--- src/rtl/burst_addr_pkg.sv ---
package burst_addr_pkg;
  typedef enum logic [1:0] {
    ACT_HOLD    = 2'd0,
    ACT_LOAD    = 2'd1,
    ACT_ADVANCE = 2'd2
  } burst_act_e;

  typedef enum logic {
    ORD_LINEAR     = 1'b0,
    ORD_INTERLEAVE = 1'b1
  } burst_order_e;
endpackage

--- src/rtl/burst_cmd_decode.sv ---
module burst_cmd_decode
  import burst_addr_pkg::*;
(
  input  logic       strobe_host_i,
  input  logic       strobe_ctrl_i,
  input  logic       sel_i,
  input  logic       advance_i,
  output burst_act_e act_o
);
  logic load_req;

  always_comb begin
    load_req = (strobe_host_i | strobe_ctrl_i) & sel_i;
    if (load_req)       act_o = ACT_LOAD;
    else if (advance_i) act_o = ACT_ADVANCE;
    else                act_o = ACT_HOLD;
  end
endmodule

--- src/rtl/burst_beat_counter.sv ---
module burst_beat_counter
  import burst_addr_pkg::*;
#(
  parameter int BURST_W = 2
) (
  input  logic               clk,
  input  logic               rst_n,
  input  burst_act_e         act_i,
  input  logic [BURST_W-1:0] start_i,
  output logic [BURST_W-1:0] start_o,
  output logic [BURST_W-1:0] beat_o
);
  localparam logic [BURST_W-1:0] ONE = BURST_W'(1);

  always_ff @(posedge clk) begin
    if (!rst_n) begin
      start_o <= '0;
      beat_o  <= '0;
    end else begin
      case (act_i)
        ACT_LOAD: begin
          start_o <= start_i;
          beat_o  <= '0;
        end
        ACT_ADVANCE: beat_o <= beat_o + ONE;
        default: ;
      endcase
    end
  end
endmodule

--- src/rtl/burst_order_map.sv ---
module burst_order_map
  import burst_addr_pkg::*;
#(
  parameter int BURST_W = 2
) (
  input  burst_order_e       order_i,
  input  logic [BURST_W-1:0] start_i,
  input  logic [BURST_W-1:0] beat_i,
  output logic [BURST_W-1:0] low_o
);
  logic [BURST_W-1:0] lin_low;
  logic [BURST_W-1:0] ilv_low;

  assign lin_low = start_i + beat_i;

  for (genvar b = 0; b < BURST_W; b++) begin : g_ilv
    assign ilv_low[b] = start_i[b] ^ beat_i[b];
  end

  assign low_o = (order_i == ORD_INTERLEAVE) ? ilv_low : lin_low;
endmodule

--- src/rtl/burst_addr_gen.sv ---
module burst_addr_gen
  import burst_addr_pkg::*;
#(
  parameter int ADDR_W  = 20,
  parameter int BURST_W = 2
) (
  input  logic              clk,
  input  logic              rst_n,
  input  logic [ADDR_W-1:0] addr_i,
  input  logic              strobe_host_i,
  input  logic              strobe_ctrl_i,
  input  logic              sel_i,
  input  logic              advance_i,
  input  logic              order_i,
  output logic [ADDR_W-1:0] addr_o
);
  localparam int HI_W = ADDR_W - BURST_W;

  burst_act_e         act;
  logic [BURST_W-1:0] start_q;
  logic [BURST_W-1:0] beat_q;
  logic [BURST_W-1:0] low;
  logic [HI_W-1:0]    upper_q;
  burst_order_e       order;

  assign order = burst_order_e'(order_i);

  burst_cmd_decode u_dec (
    .strobe_host_i (strobe_host_i),
    .strobe_ctrl_i (strobe_ctrl_i),
    .sel_i         (sel_i),
    .advance_i     (advance_i),
    .act_o         (act)
  );

  burst_beat_counter #(.BURST_W(BURST_W)) u_cnt (
    .clk     (clk),
    .rst_n   (rst_n),
    .act_i   (act),
    .start_i (addr_i[BURST_W-1:0]),
    .start_o (start_q),
    .beat_o  (beat_q)
  );

  burst_order_map #(.BURST_W(BURST_W)) u_map (
    .order_i (order),
    .start_i (start_q),
    .beat_i  (beat_q),
    .low_o   (low)
  );

  always_ff @(posedge clk) begin
    if (!rst_n)                upper_q <= '0;
    else if (act == ACT_LOAD)  upper_q <= addr_i[ADDR_W-1:BURST_W];
  end

  assign addr_o = {upper_q, low};
endmodule

--- config.mk ---
export PLATFORM = sky130hd
export DESIGN_NAME = burst_addr_gen
export DESIGN_NICKNAME = d
export VERILOG_FILES = /design/src/rtl/burst_addr_pkg.sv /design/src/rtl/burst_cmd_decode.sv /design/src/rtl/burst_beat_counter.sv /design/src/rtl/burst_order_map.sv /design/src/rtl/burst_addr_gen.sv
export SDC_FILE = /design/constraint.sdc
export NUM_CORES = 1
export LEC_CHECK = 0
export BUFFER_PORTS_ARGS = -buffer_cell sky130_fd_sc_hd__buf_2
export CORE_UTILIZATION = 47
export DETAILED_ROUTE_END_ITERATION = 6
export PLACE_DENSITY_LB_ADDON = 0.25
export REMOVE_ABC_BUFFERS = 1
export SYNTH_ARGS = -nofsm -noshare
export SYNTH_HDL_FRONTEND = slang
export SYNTH_SLANG_ARGS = --single-unit
--- constraint.sdc ---
create_clock -name clk -period 1.4 [get_ports clk]
set_input_delay 0.14 -clock clk [delete_from_list [all_inputs] [get_ports clk]]
set_output_delay 0.14 -clock clk [all_outputs]
set_load 0.02 [all_outputs]
==> results of run 1 <==
-- logic make-up (layout without fill, tap and decap cells) --
kind of cell    Yosys count  in the layout  share of synthesized area
compound gates            3              3                     0.0312
xor+xnor                  3              3                     0.0273
fa+ha+maj                 1              1                     0.0130
buf+inv                   9             53                     0.0819
flops                    22             22                      0.458
mux                      20             20                      0.208
simple gates             43             43                      0.181
-- tightest hold or removal path, stage by stage --
cell and delay, ns:
buf_2 0.10, nand2_1 0.04, mux2i_1 0.06
-- power breakdown --
group	total (mW)	switching, mW	leakage, nW	internal [mW]
combinational	0.252	0.138	0.426	0.114
clock	0.274	0.174	0.0138	0.100
sequential	0.687	0.0210	0.182	0.666
total	1.21	0.333	0.621	0.880
-- Yosys cell counts --
cell / number / area share
buf_12: 2 / 0.042
xnor2_1: 3 / 0.027
buf_2: 4 / 0.021
clkbuf_1: 1 / 0.0039
dfxtp_1: 22 / 0.46
ha_1: 1 / 0.013
inv_1: 1 / 0.0039
nand2_1: 40 / 0.16
mux2i_1: 20 / 0.21
nor3_2: 1 / 0.010
a211oi_2: 1 / 0.013
nand3b_1: 1 / 0.0078
buf_6: 1 / 0.012
o21a_1: 1 / 0.0078
a21bo_2: 1 / 0.010
nor2b_1: 1 / 0.0065
-- per-layer routing --
metal,routed length [um],vias up
li1,-,412
met1,766,348
met2,879,22
met3,92,0
met4,0,0
met5,0,-
-- through the flow --
| step | total power, mW | setup TNS [ns] | cell area [um2] | util |
|---|---|---|---|---|
| detailed placement | 0.942 | 0 | 1180 | 0.607 |
| CTS | 1.22 | 0 | 1210 | 0.624 |
| finish | 1.21 | 0 | 1240 | 0.639 |
| global placement | 0.933 | 0 | 1180 | 0.607 |
| floorplan | 0.834 | 0 | 887 | - |
| global route | 1.28 | -0.0358 | 1240 | 0.639 |
-- layout make-up --
cell class / instances / area [um2] / area share
clock buffer: 3 / 22.5 / 0.0181
inverter: 1 / 3.75 / 0.00302
multi-input combinational: 70 / 470 / 0.379
sequential: 22 / 443 / 0.357
tap: 27 / 33.8 / 0.0272
timing repair buffer: 49 / 268 / 0.216
-- repair_timing --
action	4_1_cts	5_1_grt
resized for setup	2	6
buffers inserted	1	0
pin swaps	0	2
cloned	0	0
setup endpoints to repair	1	1
hold endpoints to repair	0	0
-- registers in the layout, indices dropped and copies added, names as in the netlist --
register and cells:
upper_q 18, u_cnt.beat_o 2, u_cnt.start_o 2
-- cell usage in the layout, fill, tap and decap left out, drive strengths merged --
| master | synthesis | routed |
|---|---|---|
| a21bo | 1 | 1 |
| nand2 | 40 | 40 |
| inv | 1 | 1 |
| a211oi | 1 | 1 |
| buf | 7 | 49 |
| xnor2 | 3 | 3 |
| mux2i | 20 | 20 |
| nor2b | 1 | 1 |
| nand3b | 1 | 1 |
| o21a | 1 | 1 |
| nor3 | 1 | 1 |
| clkbuf | 1 | 3 |
| dfxtp | 22 | 22 |
| ha | 1 | 1 |
-- final timing paths --
check                                         to             from
worst min register to register        upper_q[8]       upper_q[8]
worst max-delay path                   addr_o[1]  u_cnt.beat_o[0]
worst max register to register   u_cnt.beat_o[1]  u_cnt.beat_o[0]
worst min-delay path            u_cnt.start_o[0]        addr_i[0]
==> impl_metrics.py, run 1 <==
metrics = {
    "setup_path": {
        "worstPathRequired_ns": 1.26,
        "crit_cells": 4,
        "r2r_slack_ns": 0.50,
        "cp_num_buf_inv": 1,
        "worstSetupEndpointType": "output port",
        "crit_type": "flop to output port",
        "critPathTopFamily": "flip-flops",
        "cp_slowest_stage_delay_ns": 0.37,
        "start_kind": "flop",
        "r2r_cells": 3,
        "path_cells": "ha_4, nor2b_4, xnor2_2, buf_4",
        "critPathMaxFanout": 2,
        "worstPathArrival_ns": 1.21,
        "crit_slowest_cell": "dfxtp_2",
    },
    "logic_synthesis": {
        "yosys_warnings": 0,
        "syn_area_um2": 962,
        "syn_avg_cell_area_um2": 9.53,
        "synthCells": 101,
        "ys_ff_latch": 22,
        "seq_area_frac_synth": 0.458,
        "yosysUniqueCellTypes": 16,
    },
    "timing": {
        "fin_crit_ns": 1.35,
        "timing.fmax_mhz": 741,
        "finalSetupViolations": 0,
        "period_share": 0.963,
        "worst_slack_ns": 0.0513,
        "maxSlewHeadroom": 0.762,
        "tightest_slew_ns": 0.357,
        "hold_viol": 0,
        "rsz0062_at_grt": "yes",
        "hold_ws_ns": 0.0705,
        "fin_skew_ns": 0.0000761,
        "drv_slew": 0,
    },
    "grt": {
        "grt_pass1_vias": 613,
        "gr-total-overflow": 0,
        "antenna_found_initial": 0,
        "grt.total_usage": 0.162,
        "grt_util_met3": 0.0423,
        "use_met1": 0.192,
        "gr-usage-met2": 0.266,
        "grt_pass1_wl_mm": 2.50,
        "busiest_layer": "met2",
        "grt_max_degree": 25,
    },
    "layout": {
        "syn2layout_area_growth_pct": 29.0,
        "drive_above_1_share": 0.414,
        "layoutNonFillerInstCount": 172,
        "diodes": 0,
        "fill_cells": 175,
        "final_nets": 175,
    },
    "floorplan": {
        "fp.dieH_um": 47.2,
        "die-area_mm2": 0.00223,
        "ios": 47,
        "start_util": 0.495,
        "core_mm2": 0.00194,
        "die_w_um": 47.2,
        "num_rows": 16,
    },
    "placed_design": {
        "io_buffers": 46,
        "pre_cts_ws_ns": 0.299,
        "dpl.hpwl_mm": 1.25,
        "dp.cells": 168,
        "routabilityCongestion": 0.651,
    },
    "clocking": {
        "numCtsBuffers": 3,
        "cts_hold_buffers": 0,
        "clkTransAtPathRegs_ns": 0.11,
        "cts_tree": "built",
        "insertion_delay_ns": 0.30,
        "cts_max_level": 1,
        "cts.sinks": 22,
        "clk_path_buf_depth": 2,
        "root_buffer": "clkbuf_4",
    },
    "run": {
        "maxCapViolCount": 0,
    },
    "detailed_routing": {
        "drt-pass1-iter-count": 4,
        "drt_iter0_markers": 3,
        "drc": 0,
        "drt-total-wl_mm": 1.74,
        "num_vias": 782,
        "vias_per_cell": 4.55,
        "ant_nets": 0,
        "wire_per_inst_um": 10.1,
    },
    "pwr": {
        "leakagePower_nw": 0.621,
        "ir_drop_mv": 0.711,
        "power_density_mw_per_mm2": 977,
    },
    "hold_path": {
        "hold_class": "input pin to flop",
        "min_path_cells": 3,
    },
    "status": {
        "status": "completed",
    },
}
No activity file was read; power rests on OpenSTA's default activity.
==> inputs of run 2 (changes only) <==
--- a/config.mk
+++ b/config.mk
@@ -5,11 +5,14 @@
 export SDC_FILE = /design/constraint.sdc
 export NUM_CORES = 1
 export LEC_CHECK = 0
+export ABC_AREA = 1
 export BUFFER_PORTS_ARGS = -buffer_cell sky130_fd_sc_hd__buf_2
 export CORE_UTILIZATION = 47
 export DETAILED_ROUTE_END_ITERATION = 6
 export PLACE_DENSITY_LB_ADDON = 0.25
+export RECOVER_POWER = 50
 export REMOVE_ABC_BUFFERS = 1
+export SETUP_SLACK_MARGIN = 0.15
 export SYNTH_ARGS = -nofsm -noshare
 export SYNTH_HDL_FRONTEND = slang
 export SYNTH_SLANG_ARGS = --single-unit
==> impl_metrics.py, run 2 <==
metrics = {
    "run": {
        "maxCapViolCount": 0,
    },
    "clocking": {
        "root_buffer": "clkbuf_4",
        "clkTransAtPathRegs_ns": 0.13,
        "cts_max_level": 1,
        "cts.sinks": 22,
        "numCtsBuffers": 3,
        "insertion_delay_ns": 0.30,
        "cts_tree": "built",
        "cts_hold_buffers": 0,
        "clk_path_buf_depth": 2,
    },
    "timing": {
        "drv_slew": 0,
        "fin_crit_ns": 1.38,
        "timing.fmax_mhz": 726,
        "finalSetupViolations": 0,
        "setup_tns_ns": 0,
        "rsz0062_at_grt": "yes",
        "fin_skew_ns": 0.00729,
        "maxSlewHeadroom": 0.668,
        "hold_ws_ns": 0.103,
        "hold_viol": 0,
        "period_share": 0.983,
        "tightest_slew_ns": 0.496,
    },
    "layout": {
        "final_nets": 230,
        "reg_top3": "upper_q x18, u_cnt.beat_o x2, u_cnt.start_o x2",
        "diodes": 0,
        "syn2layout_area_growth_pct": 33.2,
        "largest_reg_flops": 18,
        "largest-register": "upper_q",
        "drive_above_1_share": 0.294,
        "fill_cells": 191,
        "final_cell_mix": "nor2_1, buf_2, nand2_1",
    },
    "logic_synthesis": {
        "syn_avg_cell_area_um2": 6.44,
        "synthCells": 155,
        "yosysTopAreaCell": "dfxtp_1",
        "yosysUniqueCellTypes": 14,
        "synthFlopType": "dfxtp_1",
        "ys_ff_latch": 22,
        "synthDominantCellAreaShare": 0.441,
        "syn_area_um2": 998,
        "synthArstFlopShare": 0,
        "synthTopCellsByArea": "dfxtp_1, nor2_1, nand3_1, inv_1, nand2_1",
        "synth_most_common_cell": "nor2_1",
        "seq_area_frac_synth": 0.441,
        "yosys_warnings": 0,
        "synth_edf_count": 0,
        "synth_common_cells": "nor2_1, inv_1, nand2_1, dfxtp_1, nand3_1",
    },
    "detailed_routing": {
        "vias_per_cell": 4.50,
        "ant_nets": 0,
        "num_vias": 1026,
        "wire_per_inst_um": 9.43,
        "drc": 0,
        "drt-pass1-iter-count": 4,
        "drt-total-wl_mm": 2.15,
        "drt_iter0_markers": 9,
    },
    "setup_path": {
        "worstPathArrival_ns": 1.24,
        "critPathMaxFanout": 2,
        "start_kind": "flop",
        "worstSetupEndpointType": "output port",
        "worstPathRequired_ns": 1.26,
        "crit_type": "flop to output port",
    },
    "grt": {
        "grt_pass1_vias": 846,
        "grt.total_usage": 0.190,
        "antenna_found_initial": 0,
        "gr-total-overflow": 0,
        "grt_max_degree": 22,
        "grt_pass1_wl_mm": 3.15,
    },
    "hold_path": {
        "hold_class": "input pin to flop",
    },
    "status": {
        "status": "completed",
    },
    "pwr": {
        "leakagePower_nw": 0.777,
        "power_density_mw_per_mm2": 1120,
        "p_total_mw": 1.48,
        "ir_drop_mv": 0.691,
    },
    "floorplan": {
        "start_util": 0.504,
        "die_w_um": 48.1,
        "fp.dieH_um": 48.1,
        "die-area_mm2": 0.00231,
        "num_rows": 16,
        "core_mm2": 0.00198,
        "ios": 47,
    },
    "placed_design": {
        "routabilityCongestion": 0.637,
        "dpl.hpwl_mm": 1.51,
        "io_buffers": 46,
    },
}
[run 2: cell count changes in the layout (fill, tap and decap cells not counted), moves of 2 or more]
| cell | before | now |
|---|---|---|
| inv_2 | 0 | 2 |
| nand3_1 | 0 | 21 |
| mux2i_1 | 20 | 0 |
| nand2_1 | 40 | 27 |
| nor2_1 | 0 | 44 |
| inv_1 | 1 | 25 |
[run 2: what timing repair did]
item                       4_1_cts  5_1_grt
pin swaps                        0        4
resized for setup                4        6
cloned                           0        0
setup buffers                    1        0
setup endpoints to repair        1        1
[run 2: worst max-delay path: stages, from the launching register on]
cell     delay (ns)
dfxtp_2        0.38
ha_4           0.13
inv_2          0.04
nor2_4         0.10
inv_1          0.04
nand2_1        0.04
nand2_1        0.06
inv_2          0.05
buf_6          0.10
[run 2: path summary, 6_finish.rpt]
check	cells after the start	end	slack, ns	from
max	8	addr_o[1]	0.02	u_cnt.beat_o[0]
min	3	u_cnt.beat_o[0]	0.10	advance_i
max reg2reg	4	u_cnt.beat_o[1]	0.54	u_cnt.beat_o[0]
min reg2reg	2	upper_q[15]	0.49	upper_q[15]
[run 2: area by class of cell]
cell class	count	area [um2]	area share
clock inverter	1	30.0	0.0226
multi-input combinational	97	430	0.324
tap	27	33.8	0.0254
timing repair buffer	50	265	0.199
inverter	28	105	0.0790
sequential	22	443	0.333
clock buffer	3	22.5	0.0169
[run 2: power breakdown]
| part | total (mW) | internal [mW] | switching (mW) | leakage (nW) |
|---|---|---|---|---|
| combinational | 0.305 | 0.122 | 0.184 | 0.566 |
| clock | 0.479 | 0.289 | 0.190 | 0.0279 |
| sequential | 0.699 | 0.674 | 0.0251 | 0.183 |
[run 2: metal layers]
layer / vias to the layer above / wire length [um] / global-route usage
met5: - / 0 / 0
met4: 0 / 22 / 0.0556
met3: 4 / 97 / 0.0370
met2: 27 / 1090 / 0.349
met1: 452 / 942 / 0.222
li1: 543 / - / -
[run 2: stage by stage]
stage / std cells / utilization / area (um2) / setup WS (ns)
2_1_floorplan: 147 / - / 956 / 0.333
3_3_place_gp: 223 / 0.627 / 1240 / 0.266
6_report: 228 / 0.671 / 1330 / 0.0233
4_1_cts: 228 / 0.661 / 1310 / -0.00332
3_5_place_dp: 223 / 0.627 / 1240 / 0.202
5_1_grt: 228 / 0.671 / 1330 / -0.104
[run 2: logic make-up after synthesis]
kind of cell             count (synthesis)  synth area share
buffers and inverters                   36             0.148
AO/OA/AOI/OAI                            1           0.00501
XOR/XNOR                                 2            0.0175
adder cells (fa/ha/maj)                  1            0.0125
flip-flops                              22             0.441
AND/OR/NAND/NOR                         93             0.376
==> inputs of run 3 (changes only) <==
--- a/config.mk
+++ b/config.mk
@@ -7,6 +7,7 @@
 export LEC_CHECK = 0
 export ABC_AREA = 1
 export BUFFER_PORTS_ARGS = -buffer_cell sky130_fd_sc_hd__buf_2
+export CORE_ASPECT_RATIO = 1.75
 export CORE_UTILIZATION = 47
 export DETAILED_ROUTE_END_ITERATION = 6
 export PLACE_DENSITY_LB_ADDON = 0.25
@@ -15,4 +16,5 @@
 export SETUP_SLACK_MARGIN = 0.15
 export SYNTH_ARGS = -nofsm -noshare
 export SYNTH_HDL_FRONTEND = slang
+export SYNTH_HIERARCHICAL = 1
 export SYNTH_SLANG_ARGS = --single-unit
==> impl_metrics.py, run 3 <==
metrics = {
    "floorplan": {
        "die-area_mm2": 0.00265,
        "die_w_um": 39.4,
        "ios": 47,
        "core_mm2": 0.00230,
        "start_util": 0.498,
        "num_rows": 23,
        "fp.dieH_um": 67.4,
    },
    "setup_path": {
        "r2r_slack_ns": 0.60,
        "worstPathArrival_ns": 1.17,
        "crit_type": "flop to output port",
        "rr_startpoint": "u_cnt/beat_o[0]",
        "crit_slowest_cell": "dfxtp_2",
        "r2r-end": "u_cnt/beat_o[1]",
        "critPathMaxFanout": 2,
        "worstSetupEndpointType": "output port",
        "start_kind": "flop",
        "cp_num_buf_inv": 3,
        "path_cells": "ha_4, inv_2, nor2_2, nand3_1, nand2_1, inv_2, buf_6",
        "worstPathRequired_ns": 1.26,
        "cp_common_cell": "inv_2",
        "critPathTopFamily": "flip-flops",
        "cp_slowest_stage_delay_ns": 0.36,
        "r2r_cells": 5,
    },
    "logic_synthesis": {
        "synthTopCellsByArea": "dfxtp_1, nor2_1, inv_1, nand2_1, nand3_2",
        "yosysTopAreaCell": "dfxtp_1",
        "synthArstFlopShare": 0,
        "syn_area_mm2": 0.00115,
        "synthDominantCellAreaShare": 0.384,
        "seq_area_frac_synth": 0.384,
        "synth_common_cells": "nor2_1, inv_1, nand2_1, dfxtp_1, nand3_1",
        "yosysUniqueCellTypes": 16,
        "ys_ff_latch": 22,
        "synthCells": 163,
        "synth_edf_count": 0,
        "synth_most_common_cell": "nor2_1",
        "yosys_warnings": 6,
        "syn_avg_cell_area_um2": 7.04,
        "synthFlopType": "dfxtp_1",
    },
    "pwr": {
        "power_density_mw_per_mm2": 1150,
        "leakagePower_nw": 0.762,
        "ir_drop_mv": 1.00,
        "p_total_mw": 1.66,
    },
    "placed_design": {
        "routabilityCongestion": 0.662,
        "dpl-instance-area_mm2": 0.00137,
        "dpl.hpwl_mm": 1.88,
        "io_buffers": 46,
    },
    "layout": {
        "diodes": 0,
        "largest_reg_flops": 18,
        "fill_cells": 239,
        "drive_above_1_share": 0.276,
        "final_cell_mix": "nor2_1, inv_1, nand2_1, buf_2, dfxtp_1",
        "largest-register": "upper_q",
        "final_nets": 241,
        "reg_top3": "upper_q x18, u_cnt/beat_o x2, u_cnt/start_o x2",
        "layout_commonest_cell": "nor2_1",
        "syn2layout_area_growth_pct": 26.0,
        "design_area_mm2": 0.00145,
    },
    "clocking": {
        "root_buffer": "clkbuf_8",
        "cts_max_level": 1,
        "clkTransAtPathRegs_ns": 0.08,
        "cts.sinks": 22,
        "clk_path_buf_depth": 2,
        "insertion_delay_ns": 0.27,
        "cts_tree": "built",
        "numCtsBuffers": 3,
    },
    "hold_path": {
        "hp-start": "addr_i[0]",
        "worstHoldEndpoint": "u_cnt/start_o[0]",
        "min_path_cells": 3,
        "hold_class": "input pin to flop",
    },
    "detailed_routing": {
        "wire_per_inst_um": 10.4,
        "drt_iter0_markers": 19,
        "vias_per_cell": 4.65,
        "num_vias": 1093,
        "drt-total-wl_mm": 2.45,
        "drc": 0,
        "drt-pass1-iter-count": 2,
        "ant_nets": 0,
    },
    "grt": {
        "gr-total-overflow": 0,
        "grt_pass1_wl_mm": 3.86,
        "grt.total_usage": 0.211,
        "grt_max_degree": 22,
        "grt_pass1_vias": 976,
        "antenna_found_initial": 0,
    },
    "timing": {
        "finalSetupViolations": 0,
        "maxSlewHeadroom": 0.749,
        "hold_viol": 0,
        "timing.fmax_mhz": 761,
        "rsz0062_at_grt": "yes",
        "fin_crit_ns": 1.31,
        "tightest_slew_ns": 0.376,
        "fin_skew_ns": 0.00591,
        "drv_slew": 0,
        "period_share": 0.939,
        "hold_ws_ns": 0.0920,
    },
    "run": {
        "maxCapViolCount": 0,
    },
    "status": {
        "status": "completed",
    },
}
[run 3: kinds of logic (layout without fill, tap and decap cells)]
family          count (synthesis)  in the layout  share of synthesized area
simple gates                   95             95                      0.400
buf+inv                        39             86                      0.162
flops                          22             22                      0.384
fa+ha+maj                       3              3                     0.0327
compound gates                  3              3                     0.0131
xor+xnor                        1              1                    0.00763
[run 3: worst register-to-register path: cells and delay by family, from the launching register on]
family                 cells  cell delay (ns)
buffers and inverters      1             0.14
DFF                        1             0.36
and+or+nand+nor            4             0.19
[run 3: how the worst max path moves through the flow]
| stage | startpoint | to | cells past startpoint |
|---|---|---|---|
| 2_1_floorplan | sel_i | u_cnt/beat_o[0] | 6 |
| 4_1_cts | u_cnt/beat_o[0] | addr_o[1] | 7 |
| 6_report | u_cnt/start_o[0] | addr_o[1] | 7 |
| 5_1_grt | u_cnt/start_o[0] | addr_o[1] | 7 |
| 3_3_place_gp | sel_i | u_cnt/beat_o[0] | 7 |
| 3_5_place_dp | sel_i | u_cnt/beat_o[0] | 7 |
[run 3: metrics by stage]
step / worst slack [ns] / setup TNS, ns / std cells / utilization
after floorplan: -0.409 / -4.66 / 156 / -
after global placement: 0.186 / 0 / 230 / 0.594
after detailed placement: 0.0780 / 0 / 230 / 0.594
after CTS: 0.0649 / 0 / 235 / 0.639
after global routing: -0.0175 / -0.0175 / 235 / 0.628
final: 0.0857 / 0 / 235 / 0.628
[run 3: area by class of cell]
type	instances	area, um2	share of cell area
inverters	32	120	0.0831
clock inverters	1	30.0	0.0208
well taps	25	31.3	0.0216
flip-flops and latches	22	445	0.308
repair buffers	50	244	0.169
multi-input cells	102	533	0.369
clock buffers	3	41.3	0.0286
[run 3: timing repair]
| action | 4_1_cts | 5_1_grt |
|---|---|---|
| buffers inserted | 1 | 0 |
| setup endpoints to repair | 1 | 1 |
| gates resized for setup | 7 | 3 |
| hold buffers | 0 | 0 |
| hold endpoints to repair | 0 | 0 |
| cloned | 0 | 0 |
| pin swaps | 3 | 4 |
[run 3: report_power, final]
| group | internal (mW) | switching (mW) |
|---|---|---|
| registers | 0.677 | 0.0299 |
| logic | 0.134 | 0.226 |
| clock network | 0.382 | 0.215 |
| total | 1.19 | 0.471 |
[run 3: routing by layer]
layer	part of all wire	vias up	track usage
met5	0	-	0
met4	0.026	0	0.125
met3	0.034	7	0.0428
met2	0.58	26	0.381
met1	0.36	490	0.206
li1	-	570	-
